## config.mk

```make
export PLATFORM = sky130hd
export DESIGN_NAME = branch_trace_ring
export DESIGN_NICKNAME = d
export VERILOG_FILES = /design/src/rtl/btr_pkg.sv /design/src/rtl/btr_ctrl.sv /design/src/rtl/btr_store.sv /design/src/rtl/branch_trace_ring.sv
export SDC_FILE = /design/constraint.sdc
export NUM_CORES = 1
export LEC_CHECK = 0
export BUFFER_PORTS_ARGS = -buffer_cell sky130_fd_sc_hd__buf_2
export CORE_MARGIN = 5
export CORE_UTILIZATION = 42
export CTS_BUF_LIST = sky130_fd_sc_hd__clkbuf_4
export DETAILED_ROUTE_END_ITERATION = 10
export SETUP_SLACK_MARGIN = 0.4
export SLEW_MARGIN = 20
export SYNTH_ARGS = -nofsm -noshare
export SYNTH_HDL_FRONTEND = slang
export SYNTH_SLANG_ARGS = --single-unit
```

## constraint.sdc

```tcl
create_clock -name clk -period 2.35 [get_ports clk]
set_input_delay 0.1175 -clock clk [delete_from_list [all_inputs] [get_ports clk]]
set_output_delay 0.1175 -clock clk [all_outputs]
set_load 0.05 [all_outputs]
```

## src/rtl/btr_pkg.sv

```systemverilog
package btr_pkg;

    typedef enum logic [1:0] {
        S_OFF  = 2'd0,
        S_REC  = 2'd1,
        S_HOLD = 2'd2
    } cap_state_t;

endpackage

```

## src/rtl/btr_ctrl.sv

```systemverilog
module btr_ctrl
    import btr_pkg::*;
#(
    parameter int DEPTH = 8,
    localparam int PTR_W = $clog2(DEPTH)
) (
    input  logic             clk,
    input  logic             rst_n,
    input  logic             ctl_wr,
    input  logic             ctl_wdata,
    input  logic             ev_valid,
    input  logic             dbg_exc,
    output logic             wr_en,
    output logic [PTR_W-1:0] wr_ptr
);

    cap_state_t state_q, state_d;
    logic [PTR_W-1:0] ptr_q;

    // state register
    always_ff @(posedge clk or negedge rst_n) begin
        if (!rst_n) state_q <= S_OFF;
        else        state_q <= state_d;
    end

    // next state
    always_comb begin
        state_d = state_q;
        unique case (state_q)
            S_OFF: begin
                if (ctl_wr && ctl_wdata) state_d = S_REC;
            end
            S_REC: begin
                if (ctl_wr)       state_d = ctl_wdata ? S_REC : S_OFF;
                else if (dbg_exc) state_d = S_HOLD;
            end
            S_HOLD: begin
                if (ctl_wr && !ctl_wdata) state_d = S_OFF;
            end
            default: state_d = S_OFF;
        endcase
    end

    // outputs
    always_comb begin
        wr_en = 1'b0;
        unique case (state_q)
            S_REC:   wr_en = ev_valid;
            S_OFF,
            S_HOLD:  wr_en = 1'b0;
            default: wr_en = 1'b0;
        endcase
    end

    // write pointer, wraps modulo DEPTH
    always_ff @(posedge clk or negedge rst_n) begin
        if (!rst_n) begin
            ptr_q <= '0;
        end else if (wr_en) begin
            if (ptr_q == PTR_W'(DEPTH - 1)) ptr_q <= '0;
            else                            ptr_q <= ptr_q + 1'b1;
        end
    end

    assign wr_ptr = ptr_q;

    a_r2_idle_ptr_still: assert property (@(posedge clk) disable iff (!rst_n)
        (!ev_valid) |=> $stable(ptr_q));

    a_r5_hold_stays: assert property (@(posedge clk) disable iff (!rst_n)
        (state_q == S_HOLD && !ctl_wr) |=> (state_q == S_HOLD && $stable(ptr_q)));

    a_r6_event_then_freeze: assert property (@(posedge clk) disable iff (!rst_n)
        (state_q == S_REC && ev_valid && dbg_exc && !ctl_wr)
        |=> (state_q == S_HOLD && ptr_q != $past(ptr_q)));

    a_r9_off_on_clear: assert property (@(posedge clk) disable iff (!rst_n)
        (ctl_wr && !ctl_wdata) |=> (state_q == S_OFF));

endmodule

```

## src/rtl/btr_store.sv

```systemverilog
module btr_store #(
    parameter int ADDR_W = 32,
    parameter int DEPTH  = 8,
    localparam int PTR_W = $clog2(DEPTH),
    localparam int ENT_W = 2 * ADDR_W
) (
    input  logic              clk,
    input  logic              rst_n,
    input  logic              wr_en,
    input  logic [PTR_W-1:0]  wr_idx,
    input  logic [ADDR_W-1:0] wr_from,
    input  logic [ADDR_W-1:0] wr_to,
    input  logic [PTR_W-1:0]  rd_idx,
    output logic [ENT_W-1:0]  rd_data
);

    logic [ENT_W-1:0] slot_q [DEPTH];

    for (genvar g = 0; g < DEPTH; g++) begin : g_slot
        always_ff @(posedge clk or negedge rst_n) begin
            if (!rst_n)
                slot_q[g] <= '0;
            else if (wr_en && wr_idx == PTR_W'(g))
                slot_q[g] <= {wr_to, wr_from};
        end

        a_r4_slot_packing: assert property (@(posedge clk) disable iff (!rst_n)
            (wr_en && wr_idx == PTR_W'(g))
            |=> (slot_q[g][ADDR_W-1:0] == $past(wr_from)
                 && slot_q[g][ENT_W-1:ADDR_W] == $past(wr_to)));
    end

    always_ff @(posedge clk or negedge rst_n) begin
        if (!rst_n) rd_data <= '0;
        else        rd_data <= slot_q[rd_idx];
    end

endmodule

```

## src/rtl/branch_trace_ring.sv

```systemverilog
module branch_trace_ring #(
    parameter int ADDR_W = 32,
    parameter int DEPTH  = 8,
    localparam int PTR_W = $clog2(DEPTH)
) (
    input  logic                clk,
    input  logic                rst_n,
    input  logic                ctl_wr,
    input  logic                ctl_wdata,
    input  logic                ev_valid,
    input  logic [ADDR_W-1:0]   ev_from,
    input  logic [ADDR_W-1:0]   ev_to,
    input  logic                dbg_exc,
    input  logic [PTR_W-1:0]    rd_idx,
    output logic [2*ADDR_W-1:0] rd_data,
    output logic [PTR_W-1:0]    tos
);

    logic             wr_en;
    logic [PTR_W-1:0] wr_ptr;

    btr_ctrl #(.DEPTH(DEPTH)) u_ctrl (
        .clk       (clk),
        .rst_n     (rst_n),
        .ctl_wr    (ctl_wr),
        .ctl_wdata (ctl_wdata),
        .ev_valid  (ev_valid),
        .dbg_exc   (dbg_exc),
        .wr_en     (wr_en),
        .wr_ptr    (wr_ptr)
    );

    btr_store #(.ADDR_W(ADDR_W), .DEPTH(DEPTH)) u_store (
        .clk     (clk),
        .rst_n   (rst_n),
        .wr_en   (wr_en),
        .wr_idx  (wr_ptr),
        .wr_from (ev_from),
        .wr_to   (ev_to),
        .rd_idx  (rd_idx),
        .rd_data (rd_data)
    );

    assign tos = wr_ptr;

    a_r3_ptr_step: assert property (@(posedge clk) disable iff (!rst_n)
        wr_en |=> (tos == PTR_W'($past(tos) + 1'b1)));

endmodule

```

---- Word level (Yosys, flattened, before mapping) ----
Index checks and enable logic that the tools add are counted.
storage, ports and cells
  flip-flop bits (word level) ............. 581
  output and inout port bits .............. 67
  logic and storage cells ................. 51
cells by class
  add/subtract/negate cells ............... 1
  magnitude comparators ................... 1
  equality and inequality tests ........... 12
  multiplexer cells ....................... 11
  bitwise logic cells ..................... 1
  reduce and logical (&&, ||, !) cells .... 14
operator list
  kind                                                                     count
  64-bit binary-select mux with 3-bit select                               1
  64-bit two-way mux                                                       2
  3-bit == test, second input constant                                     4
  1-bit logical AND                                                        10
  2-bit two-way mux                                                        4
  3-bit by 2-bit == test with 1-bit output, second input constant          2
  2-bit one-hot mux with 3 select lines                                    1
  4-bit greater-or-equal comparator, second input constant                 1
  2-bit by 1-bit inequality test with 1-bit output, second input constant  2
  3-bit inverter with 4-bit output                                         1
  3-bit by 1-bit adder with 3-bit output, second input constant            1
  3-bit by 1-bit == test with 1-bit output, second input constant          1
  3-bit logical NOT                                                        1
  3-bit two-way mux                                                        1
  3-bit inequality test, second input constant                             1
  3-bit AND reduction                                                      1
  2-bit by 1-bit == test with 1-bit output, second input constant          1
  2-bit == test, second input constant                                     1
  2-bit logical NOT                                                        1
  1-bit two-way mux                                                        2
  1-bit logical NOT                                                        1

---- Logic depth before layout (Yosys ltp) ----
Gate-level depths: netlist (run 1).
  depth after elaboration ................. 4
  mapped depth ............................ 7
  depth with buffers taken out ............ 5

---- Modules after synthesis ----
Synthesis (run 1) repeated with hierarchy kept, for this count alone.
unflattened totals
  cell total of the unflattened synthesis .. 1399
  area, all modules ....................... 24633.6 um^2
modules (own cells, without submodules)
  module     times used  cells each  area each (um^2)
  btr_store  1           1378        24380.9
  btr_ctrl   1           21          252.7

---- Worst setup path before layout (run 1) ----
OpenSTA, ideal clock, no wires.
  path kind ............................... reg2reg
  from .................................... register u_ctrl.ptr_q[0], in the netlist u_ctrl.wr_ptr[0]
  to ...................................... register u_store.slot_q[417] (netlist bit)
  setup time .............................. 0.125 ns
  arrival ................................. 1.945 ns
  slack ................................... 0.280 ns
  stages on the path, launching flop included .. 6
  period minus slack after synthesis ...... 2.070 ns
  path through ............................ dfrtp_1 ha_1 nand4b_1 nor2_2 buf_4 mux2_2
between the ends
  longest elaborated chain between the ends .. 2
RTL lines
  element                                   RTL line         RTL
  start: declaration                        btr_ctrl.sv:18   logic [PTR_W-1:0] ptr_q;
  start signal: assignment                  btr_ctrl.sv:61   else ptr_q <= ptr_q + 1'b1;
  3-bit by 1-bit == test with 1-bit output  btr_store.sv:23  else if (wr_en && wr_idx == PTR_W'(g))
  1-bit logical AND                         btr_store.sv:23
  end signal: indexed assignment            btr_store.sv:24  slot_q[g] <= {wr_to, wr_from};
  end: declaration                          btr_store.sv:17  logic [ENT_W-1:0] slot_q [DEPTH];
Every way passes these cells.
A chain may end at the register's enable or synchronous reset.

---- Worst setup path in the final report (run 1) ----
  from .................................... register u_ctrl.state_q[1]
  to ...................................... register u_store.slot_q[287] (netlist bit)
between the ends
  longest elaborated chain between the ends .. 3
RTL lines
  element                                   RTL line         RTL
  start: declaration                        btr_ctrl.sv:17   cap_state_t state_q, state_d;
  start signal: assignment                  btr_ctrl.sv:23   else state_q <= state_d;
  2-bit by 1-bit == test with 1-bit output  btr_ctrl.sv:47   unique case (state_q)
  1-bit two-way mux                         btr_ctrl.sv:47
  1-bit logical AND                         btr_store.sv:23
Every way passes these cells.

==> flow_metrics.tcl, run 1 <==
set metrics [dict create \
    htree_levels 4 \
    min_path_type "in -> reg" \
    final_cells 2708 \
    crit_path_end_kind "flop" \
    critPathArrivalTime_ps 2700 \
    worstRegToRegCells 5 \
    drc 0 \
    numCtsBuffers 159 \
    tightestPinTransition_ps 619.7 \
    fin_worst_skew_ps 43.85 \
    multiInputGateArea_mm2 0.009647 \
    dp_hpwl_um 32710 \
    required_ps 3170 \
    whs_path_depth 3 \
    netlist_instances 1405 \
    yosysUniqueCellTypes 27 \
    antenna_left 0 \
    switchingPower_uw 10450 \
    p_per_area_mw_per_mm2 1143 \
    outcome "finished, final reports clean" \
    power.leakage_uw 0.01432 \
    die_h_um 253.7 \
    cts.sinks 581 \
    synthTopCellsByCount "dfrtp_1, mux2_2, mux4_2" \
    grt_first_pass_wirelength_um 90450 \
    first_pass_iters 4 \
    maxCapViolCount 0 \
    avgSynthCellArea_um2 17.75 \
    rows 89 \
    start_kind "flop" \
    yosysWarnings 0 \
    dpl.cell_count 2278 \
    boundaryPins 140 \
    critPathKind "reg -> reg" \
    overflow 0 \
    synthTopCellsByArea "dfrtp_1, mux2_2, mux4_2" \
    final.setup.tns_ps 0 \
    power_uw 34540 \
    dr.first_iter.drc_count 580 \
    nets 1901 \
    synth_top_area_share_pct 58.28 \
    yosysTopAreaCell "dfrtp_1" \
    setup_violations 0 \
    grt_setup_unrepaired "yes" \
    placed_cell_area_mm2 0.02661 \
    cts_root_buf "clkbuf_4" \
    ys.flop_type "dfrtp_1" \
    fin_crit_sh_pct 80.23 \
    dieArea_mm2 0.06437 \
    ys_seq_area_share_pct 58.28 \
    hold_viol 0 \
    grt.total_usage_pct 18.06 \
    synth.most_common_cell "dfrtp_1" \
    seq_area_mm2 0.01454 \
    ir_worst_vdd_v 0.0006701 \
    drive_above_1_share_pct 58.78 \
    syn_nets 1484 \
    vias_per_cell 5.208 \
    netlist_area_mm2 0.02495 \
    antenna_found_initial 6 \
    seqPwrFrac_pct 46.0 \
    gp_congestion 0.7195 \
    grt_max_degree 98 \
    ys_async_sr_fraction_pct 100.0 \
    combPwrFrac_pct 27.8 \
    area_growth_pct 21.16 \
    port_buffers 139 \
    wire_per_inst_um 20.73 \
    die_x_um 253.7 \
    core-area_mm2 0.05891 \
    synth_seq_cells 581 \
    synth_edf_count 0 \
    final_area_mm2 0.03022 \
    max_freq_ghz 0.5304 \
    cts.clk_slew.worst_paths_ps 60 \
    maxSlewHeadroom_pct 58.69 \
    num-fill-cells 5006 \
    grt_pass1_vias 15840 \
    cts_tree "built" \
    report.final.slew_viol_count 0 \
    p_int_uw 24080 \
    path_max_fanout 17 \
    insertion_delay_ps 970 \
    swShare_pct 30.27 \
    vias 14100 \
    wl_um 56140 \
    period_needed_ps 1885 \
    start_util_pct 42.35 \
    clk_path_buf_depth 3 \
    pwr-share-clk_pct 26.2 \
]
[power by group through the flow]
stage | Combinational (uW) | Sequential, uW | Clock (uW)
finish | 9620 | 15900 | 9040
global placement | 9230 | 15800 | 0
CTS | 9720 | 15900 | 9430
detailed placement | 9460 | 16100 | 0
global route | 10400 | 16300 | 9960
floorplan | 5590 | 17300 | 0
[path summary, 6_finish.rpt]
check / startpoint / end / slack [ps]
setup / recovery: u_ctrl.state_q[1] / u_store.slot_q[287] / 460
hold / removal: ev_from[27] / u_store.slot_q[475] / 110
setup reg to reg: u_ctrl.state_q[1] / u_store.slot_q[287] / 460
hold reg to reg: u_store.slot_q[123] / u_store.slot_q[123] / 490
max in group asynchronous: rst_n / u_store.slot_q[35] / 1350
min in group asynchronous: rst_n / u_store.slot_q[230] / 400
[critical path, cell delays in order, from the launching register on]
cell     delay (ps)
dfrtp_1         420
and3b_1         360
buf_4           240
nand2_4         210
buf_12          250
mux2_2          280
[registers in the layout (all words and copies together), names as in the netlist]
| signal | flops |
|---|---|
| u_ctrl.state_q | 2 |
| u_ctrl.wr_ptr | 3 |
| u_store.rd_data | 64 |
| u_store.slot_q | 512 |
[stage by stage]
stage	setup WS [ps]	util, %	hold WS (ps)
2_1_floorplan	462.8	-	-178.1
3_3_place_gp	354.2	45.16	59.57
3_5_place_dp	301.4	45.16	60.65
4_1_cts	372.2	51.16	0.03075
5_1_grt	380.6	51.30	20.77
6_report	464.6	51.31	113.0
[cell type report]
type / instances / share of cell area, %
Sequential cell: 581 / 48.12
Multi-Input combinational cell: 732 / 31.92
Timing Repair Buffer: 342 / 9.969
Clock buffer: 244 / 6.061
Tap cell: 773 / 3.200
Clock inverter: 26 / 0.6292
Inverter: 6 / 0.07452
Antenna cell: 4 / 0.03312
[layout by cell type (no fill, tap or decap), types with 2 or more instances in the layout]
| cell type | instances |
|---|---|
| nand3_4 | 4 |
| ha_1 | 6 |
| buf_4 | 24 |
| clkinvlp_4 | 9 |
| dfrtp_1 | 578 |
| nand2_4 | 2 |
| diode_2 | 4 |
| inv_2 | 2 |
| buf_6 | 5 |
| inv_1 | 5 |
| bufinv_16 | 2 |
| mux4_2 | 128 |
| buf_2 | 134 |
| dlygate4sd3_1 | 147 |
| mux2_2 | 542 |
| o21ai_0 | 3 |
| nand3b_1 | 2 |
| buf_12 | 29 |
| mux2_1 | 34 |
| dfrtp_2 | 3 |
| clkinv_1 | 12 |
| clkbuf_4 | 244 |
[cells by family after synthesis]
kind of cell / count (synthesis) / synth area share, %
buffers and inverters: 92 / 3.115
and+or+nand+nor: 16 / 0.5969
muxes: 704 / 37.56
DFF: 581 / 58.28
adders and majority gates: 6 / 0.3009
AOI/OAI and AO/OA: 6 / 0.1454
[routing by layer]
layer	part of all wire (%)	global-route usage, %	vias to the layer above
met5	0.023	0	-
met4	1.9	5.692	2
met3	4.5	5.086	87
met2	48	28.61	259
met1	45	24.49	7562
li1	-	-	6192
[repair_timing]
action / 4_1_cts / 5_1_grt
cloned: 0 / 2
hold endpoints to repair: 1162 / 0
gates resized for setup: 3 / 1
endpoints found under the setup margin: 73 / 34
hold buffers: 148 / 0
pin swaps: 1 / 2
setup buffers: 1 / 5
(Power assumes the default switching activity.)
==> run 2, diff against run 1 <==
- clock period: 2.35 -> 1.8 ns (I/O delays scaled with it)
==> run 2 against run 1 <==
  * The flow now finishes with violations (setup timing)
  * Critical path depth grew 3
  * Clock-buffer cell count decreased by 6
  * Clock power rose by 36%
  * Worst setup slack lost 610 ps
  * Sequential cell count unchanged
  * First-iteration DRC count increased by 26%
  * Die area stayed put
  * Power increased by 38%
  * Final cell count increased by 3.0%
  * Via count rose by 3.0%
  * Non-clock buffer count is 66 higher
  * Critical endpoint is now u_store.slot_q[389]
  * Highest routed layer is now met4
==> flow_metrics.tcl, run 2 (synthesis results as in run 1) <==
set metrics [dict create \
    vias_per_cell 5.209 \
    cts.sinks 581 \
    max_freq_ghz 0.5134 \
    required_ps 2610 \
    p_per_area_mw_per_mm2 1469 \
    wire_per_inst_um 22.02 \
    gp_congestion 0.7196 \
    num-fill-cells 4719 \
    period_needed_ps 1948 \
    cts_tree "built" \
    hold_viol 0 \
    grt.total_usage_pct 19.55 \
    maxSlewHeadroom_pct 68.01 \
    antenna_left 0 \
    dr.first_iter.drc_count 731 \
    ir_worst_vdd_v 0.0008360 \
    dieArea_mm2 0.06437 \
    min_path_type "in -> reg" \
    boundaryPins 140 \
    cts_root_buf "clkbuf_4" \
    max_flop_register "u_store.slot_q" \
    die_h_um 253.7 \
    die_x_um 253.7 \
    first_pass_iters 4 \
    rrSetupSlack_ps -150 \
    critPathArrivalTime_ps 2750 \
    numCtsBuffers 157 \
    grt_max_degree 88 \
    reg2reg_to "u_store.slot_q[389]" \
    power_uw 47530 \
    r2r_start "u_ctrl.wr_ptr[1]" \
    overflow 0 \
    area_growth_pct 29.65 \
    crit_path_end_kind "flop" \
    min-delay-start "ev_to[1]" \
    grt_first_pass_wirelength_um 96280 \
    worstRegToRegCells 8 \
    largest_reg_flops 512 \
    insertion_delay_ps 960 \
    outcome "finished with violations" \
    core-area_mm2 0.05891 \
    final_cell_mix "dfrtp_1, mux2_2, clkbuf_4" \
    grt_pass1_vias 16150 \
    dp_hpwl_um 34030 \
    antenna_found_initial 5 \
    nets 1966 \
    cts.clk_slew.worst_paths_ps 60 \
    maxCapViolCount 0 \
    clk_path_buf_depth 3 \
    fin_worst_skew_ps 56.05 \
    wl_um 61400 \
    power.leakage_uw 0.01533 \
    final.setup.tns_ps -11930 \
    path_max_fanout 6 \
    start_util_pct 42.35 \
    port_buffers 139 \
    drive_above_1_share_pct 60.17 \
    drc 0 \
    vias 14520 \
    setup_violations 266 \
    rows 89 \
    final_common_cell "dfrtp_1" \
    start_kind "flop" \
    worst_slack_ps -147.7 \
    violations "setup timing" \
    tightestPinTransition_ps 479.8 \
    critPathMaxStageDelay_ps 440 \
    min_to "u_store.slot_q[289]" \
    grt_setup_unrepaired "yes" \
    fin_crit_sh_pct 108.2 \
    htree_levels 4 \
    critPathSlowestCell "dfrtp_2" \
    critPathKind "reg -> reg" \
    whs_path_depth 3 \
    report.final.slew_viol_count 0 \
    path_cells "inv_2 -> ha_4 -> nand4b_1 -> nor2_4 -> buf_12 -> buf_8 -> buf_16 -> mux2_4" \
]
run 2: critical path: cells and delay by family (launching register included):
kind | cells | cell delay, ps
adders and majority gates | 1 | 120
buffers and inverters | 4 | 520
DFF | 1 | 440
muxes | 1 | 300
and+or+nand+nor | 2 | 400
run 2: how the worst max path moves through the flow:
stage	startpoint	end	depth (start not counted)
6_report	u_ctrl.wr_ptr[1]	u_store.slot_q[389]	8
5_1_grt	u_ctrl.wr_ptr[1]	u_store.slot_q[389]	8
4_1_cts	u_ctrl.wr_ptr[1]	tos[1]	2
3_5_place_dp	u_ctrl.wr_ptr[1]	u_store.slot_q[391]	6
3_3_place_gp	u_ctrl.wr_ptr[1]	u_store.slot_q[440]	6
2_1_floorplan	u_ctrl.wr_ptr[1]	u_store.slot_q[131]	7
run 2: cell type report:
type,instances,area (um^2),area share (%)
Antenna cell,4,10.01,0.03095
Clock buffer,238,1787,5.524
Clock inverter,45,335.3,1.037
Inverter,6,25.02,0.07737
Multi-Input combinational cell,733,9995,30.90
Sequential cell,581,14540,44.96
Tap cell,773,967.2,2.990
Timing Repair Buffer,408,4681,14.47
run 2: metrics by stage:
stage	std cells	hold slack, ps	area [um^2]	setup slack [ps]	util, %
after global routing	2786	61.50	32340	-211.8	54.89
after floorplan	1405	-205.6	24990	-29.63	-
after global placement	2302	46.46	26950	5.543	45.76
final	2788	155.5	32340	-147.7	54.90
after CTS	2768	7.574	32000	-89.14	54.32
after detailed placement	2302	53.71	26950	-28.99	45.76
run 2: where the power goes:
| group | switching, uW | total (uW) | internal (uW) |
|---|---|---|---|
| combinational | 6130 | 14300 | 8200 |
| sequential | 2590 | 20900 | 18300 |
| clock | 5380 | 12300 | 6880 |
| total | 14100 | 47500 | 33400 |
run 2: layer usage:
layer	track usage, %	share of wire (%)
met4	5.677	1.4
met1	27.42	46
met3	5.107	5.0
met2	30.48	48
met5	0	0
run 2: repair_timing:
| action | in CTS | in global routing |
|---|---|---|
| gates cloned | 19 | 3 |
| pin swaps | 4 | 2 |
| buffers inserted | 20 | 13 |
| gates resized for setup | 203 | 26 |
| endpoints found under the hold margin | 1162 | 0 |
| endpoints found under the setup margin | 580 | 580 |
| hold buffers | 144 | 0 |
==> run 3, diff against run 2 <==
- CORE_ASPECT_RATIO: default -> 2
==> run 3 against run 2 <==
  * The flow still finishes with violations (setup timing)
  * Sequential cell count stayed put
  * Power down 5.5%
  * Cell area decreased by 3.9%
  * Clock-buffer cell count shrank 56
  * Non-clock buffer count down 51
  * Die area up 0.46%
  * Final cell count is 4.4% lower
  * Clock skew shrank 2.7 ps
  * First-iteration DRC count is 28% lower
  * Largest cell class unchanged
  * Largest power group unchanged
  * Highest routed layer is now met5
==> flow_metrics.tcl, run 3 (synthesis results as in run 1) <==
set metrics [dict create \
    outcome "finished with violations" \
    violations "setup timing" \
    cp_top_family "simple AND/OR/NAND/NOR gates" \
    die_h_um 354.7 \
    reg2reg_to "u_store.slot_q[190]" \
    final.setup.tns_ps -15.21 \
    critPathArrivalTime_ps 2540 \
    path_buf_inv 2 \
    die_x_um 182.3 \
    cts_tree "built" \
    power_uw 44910 \
    worst_slack_ps -7.986 \
    hold_viol 0 \
    r2r_start "u_ctrl.wr_ptr[1]" \
    grt.busiest_layer "met2" \
    critPathKind "reg -> reg" \
    cts.sinks 581 \
    gp_congestion 0.7303 \
    clk_path_buf_depth 3 \
    path_cells "inv_2 -> ha_4 -> nand4b_1 -> or2_4 -> buf_12 -> mux2_1" \
    period_needed_ps 1808 \
    required_ps 2540 \
    critPathSlowestCell "dfrtp_2" \
    start_kind "flop" \
    worstRegToRegCells 6 \
    antenna_left 0 \
    first_pass_iters 4 \
    use_met2_pct 33.93 \
    power.leakage_uw 0.01476 \
    ir_worst_vdd_v 0.001056 \
    fin_crit_sh_pct 100.4 \
    final_area_mm2 0.03108 \
    min_path_type "in -> reg" \
    tightestPinTransition_ps 456.3 \
    dieArea_mm2 0.06466 \
    nets 1897 \
    numCtsBuffers 138 \
    htree_levels 4 \
    max_flop_register "u_store.slot_q" \
    max_freq_ghz 0.5531 \
    wl_um 62950 \
    antenna_found_initial 4 \
    min-delay-start "ev_from[5]" \
    report.final.slew_viol_count 0 \
    critPathMaxStageDelay_ps 450 \
    final_cell_mix "dfrtp_1, mux2_2, clkbuf_4" \
    vias_per_cell 5.324 \
    met3_usage_pct 3.537 \
    overflow 0 \
    boundaryPins 140 \
    dr.first_iter.drc_count 528 \
    maxSlewHeadroom_pct 69.58 \
    whs_path_depth 3 \
    wire_per_inst_um 23.63 \
    path_max_fanout 17 \
    grt_first_pass_wirelength_um 95770 \
    min_to "u_store.slot_q[133]" \
    cts.clk_slew.worst_paths_ps 70 \
    placed_cell_area_mm2 0.02722 \
    rows 126 \
    dp_slack_ps -208.7 \
    grt_setup_unrepaired "yes" \
    grt_max_degree 75 \
    fin_worst_skew_ps 53.37 \
    use_met1_pct 23.18 \
    start_util_pct 42.31 \
    area_growth_pct 24.60 \
    vias 14180 \
    largest_reg_flops 512 \
    core-area_mm2 0.05896 \
    setup_violations 4 \
    maxCapViolCount 0 \
    rrSetupSlack_ps -8 \
    holdWs_ps 107.0 \
    insertion_delay_ps 860 \
    cts_root_buf "clkbuf_4" \
    grt.total_usage_pct 19.05 \
    port_buffers 139 \
    final_common_cell "dfrtp_1" \
    dp_hpwl_um 37190 \
    drive_above_1_share_pct 62.12 \
    crit_path_end_kind "flop" \
    grt_pass1_vias 16390 \
    drc 0 \
    p_per_area_mw_per_mm2 1445 \
]
==> run 3: changes by cell type in the layout (fill, tap and decap cells not counted), sizes merged, moves of 2 or more <==
cell,delta
bufinv,-2
bufbuf,-5
clkinv,-9
clkbuf,-43
dlygate4sd3,-63
buf,+4
==> run 3: per-stage QoR <==
step / util (%) / instances
after floorplan: - / 1405
final: 52.72 / 2664
after global routing: 52.71 / 2663
after detailed placement: 46.17 / 2315
after CTS: 51.17 / 2627
after global placement: 46.17 / 2315
==> run 3: final cells by class <==
type                            instances  area (um^2)
Clock inverter                         33        274.0
Clock buffer                          182         1366
Sequential cell                       581        14540
Fill cell                            4951        27880
Inverter                                6        27.53
Antenna cell                            3        7.507
Tap cell                              768        960.9
Timing Repair Buffer                  357         3935
Multi-Input combinational cell        734         9968
==> run 3: metal layers <==
metal,up-vias,part of all wire (%)
met5,-,0.021
met4,2,2.6
met3,112,3.2
met2,292,55
met1,7623,40
li1,6155,-
==> run 3: how the worst max path moves through the flow <==
stage	startpoint	endpoint	slack [ps]	cells after the start
floorplan	u_ctrl.wr_ptr[1]	u_store.slot_q[131]	-30	7
global placement	u_ctrl.state_q[1]	u_store.slot_q[369]	-170	4
detailed placement	u_ctrl.state_q[1]	u_store.slot_q[332]	-210	4
CTS	u_ctrl.state_q[1]	u_store.slot_q[385]	-50	7
global route	u_ctrl.wr_ptr[1]	u_store.slot_q[132]	-70	6
finish	u_ctrl.wr_ptr[1]	u_store.slot_q[190]	-8	6
==> run 3: repair_timing <==
| action | in CTS | in global routing |
|---|---|---|
| resized for setup | 54 | 63 |
| gates cloned | 7 | 20 |
| buffers inserted | 9 | 14 |
| pin swaps | 1 | 3 |
| endpoints found under the setup margin | 580 | 580 |
| endpoints found under the hold margin | 1156 | 0 |
| hold buffers | 81 | 0 |
==> run 3: power breakdown <==
| part | switching, uW | internal [uW] |
|---|---|---|
| Sequential | 2500 | 18300 |
| Clock | 5120 | 5270 |
| Combinational | 6260 | 7440 |
| Total | 13900 | 31000 |
==> run 3: tightest hold or removal path: cells and delay by family <==
family | cells | cell delay, ps
muxes | 1 | 140
buffers and inverters | 2 | 700
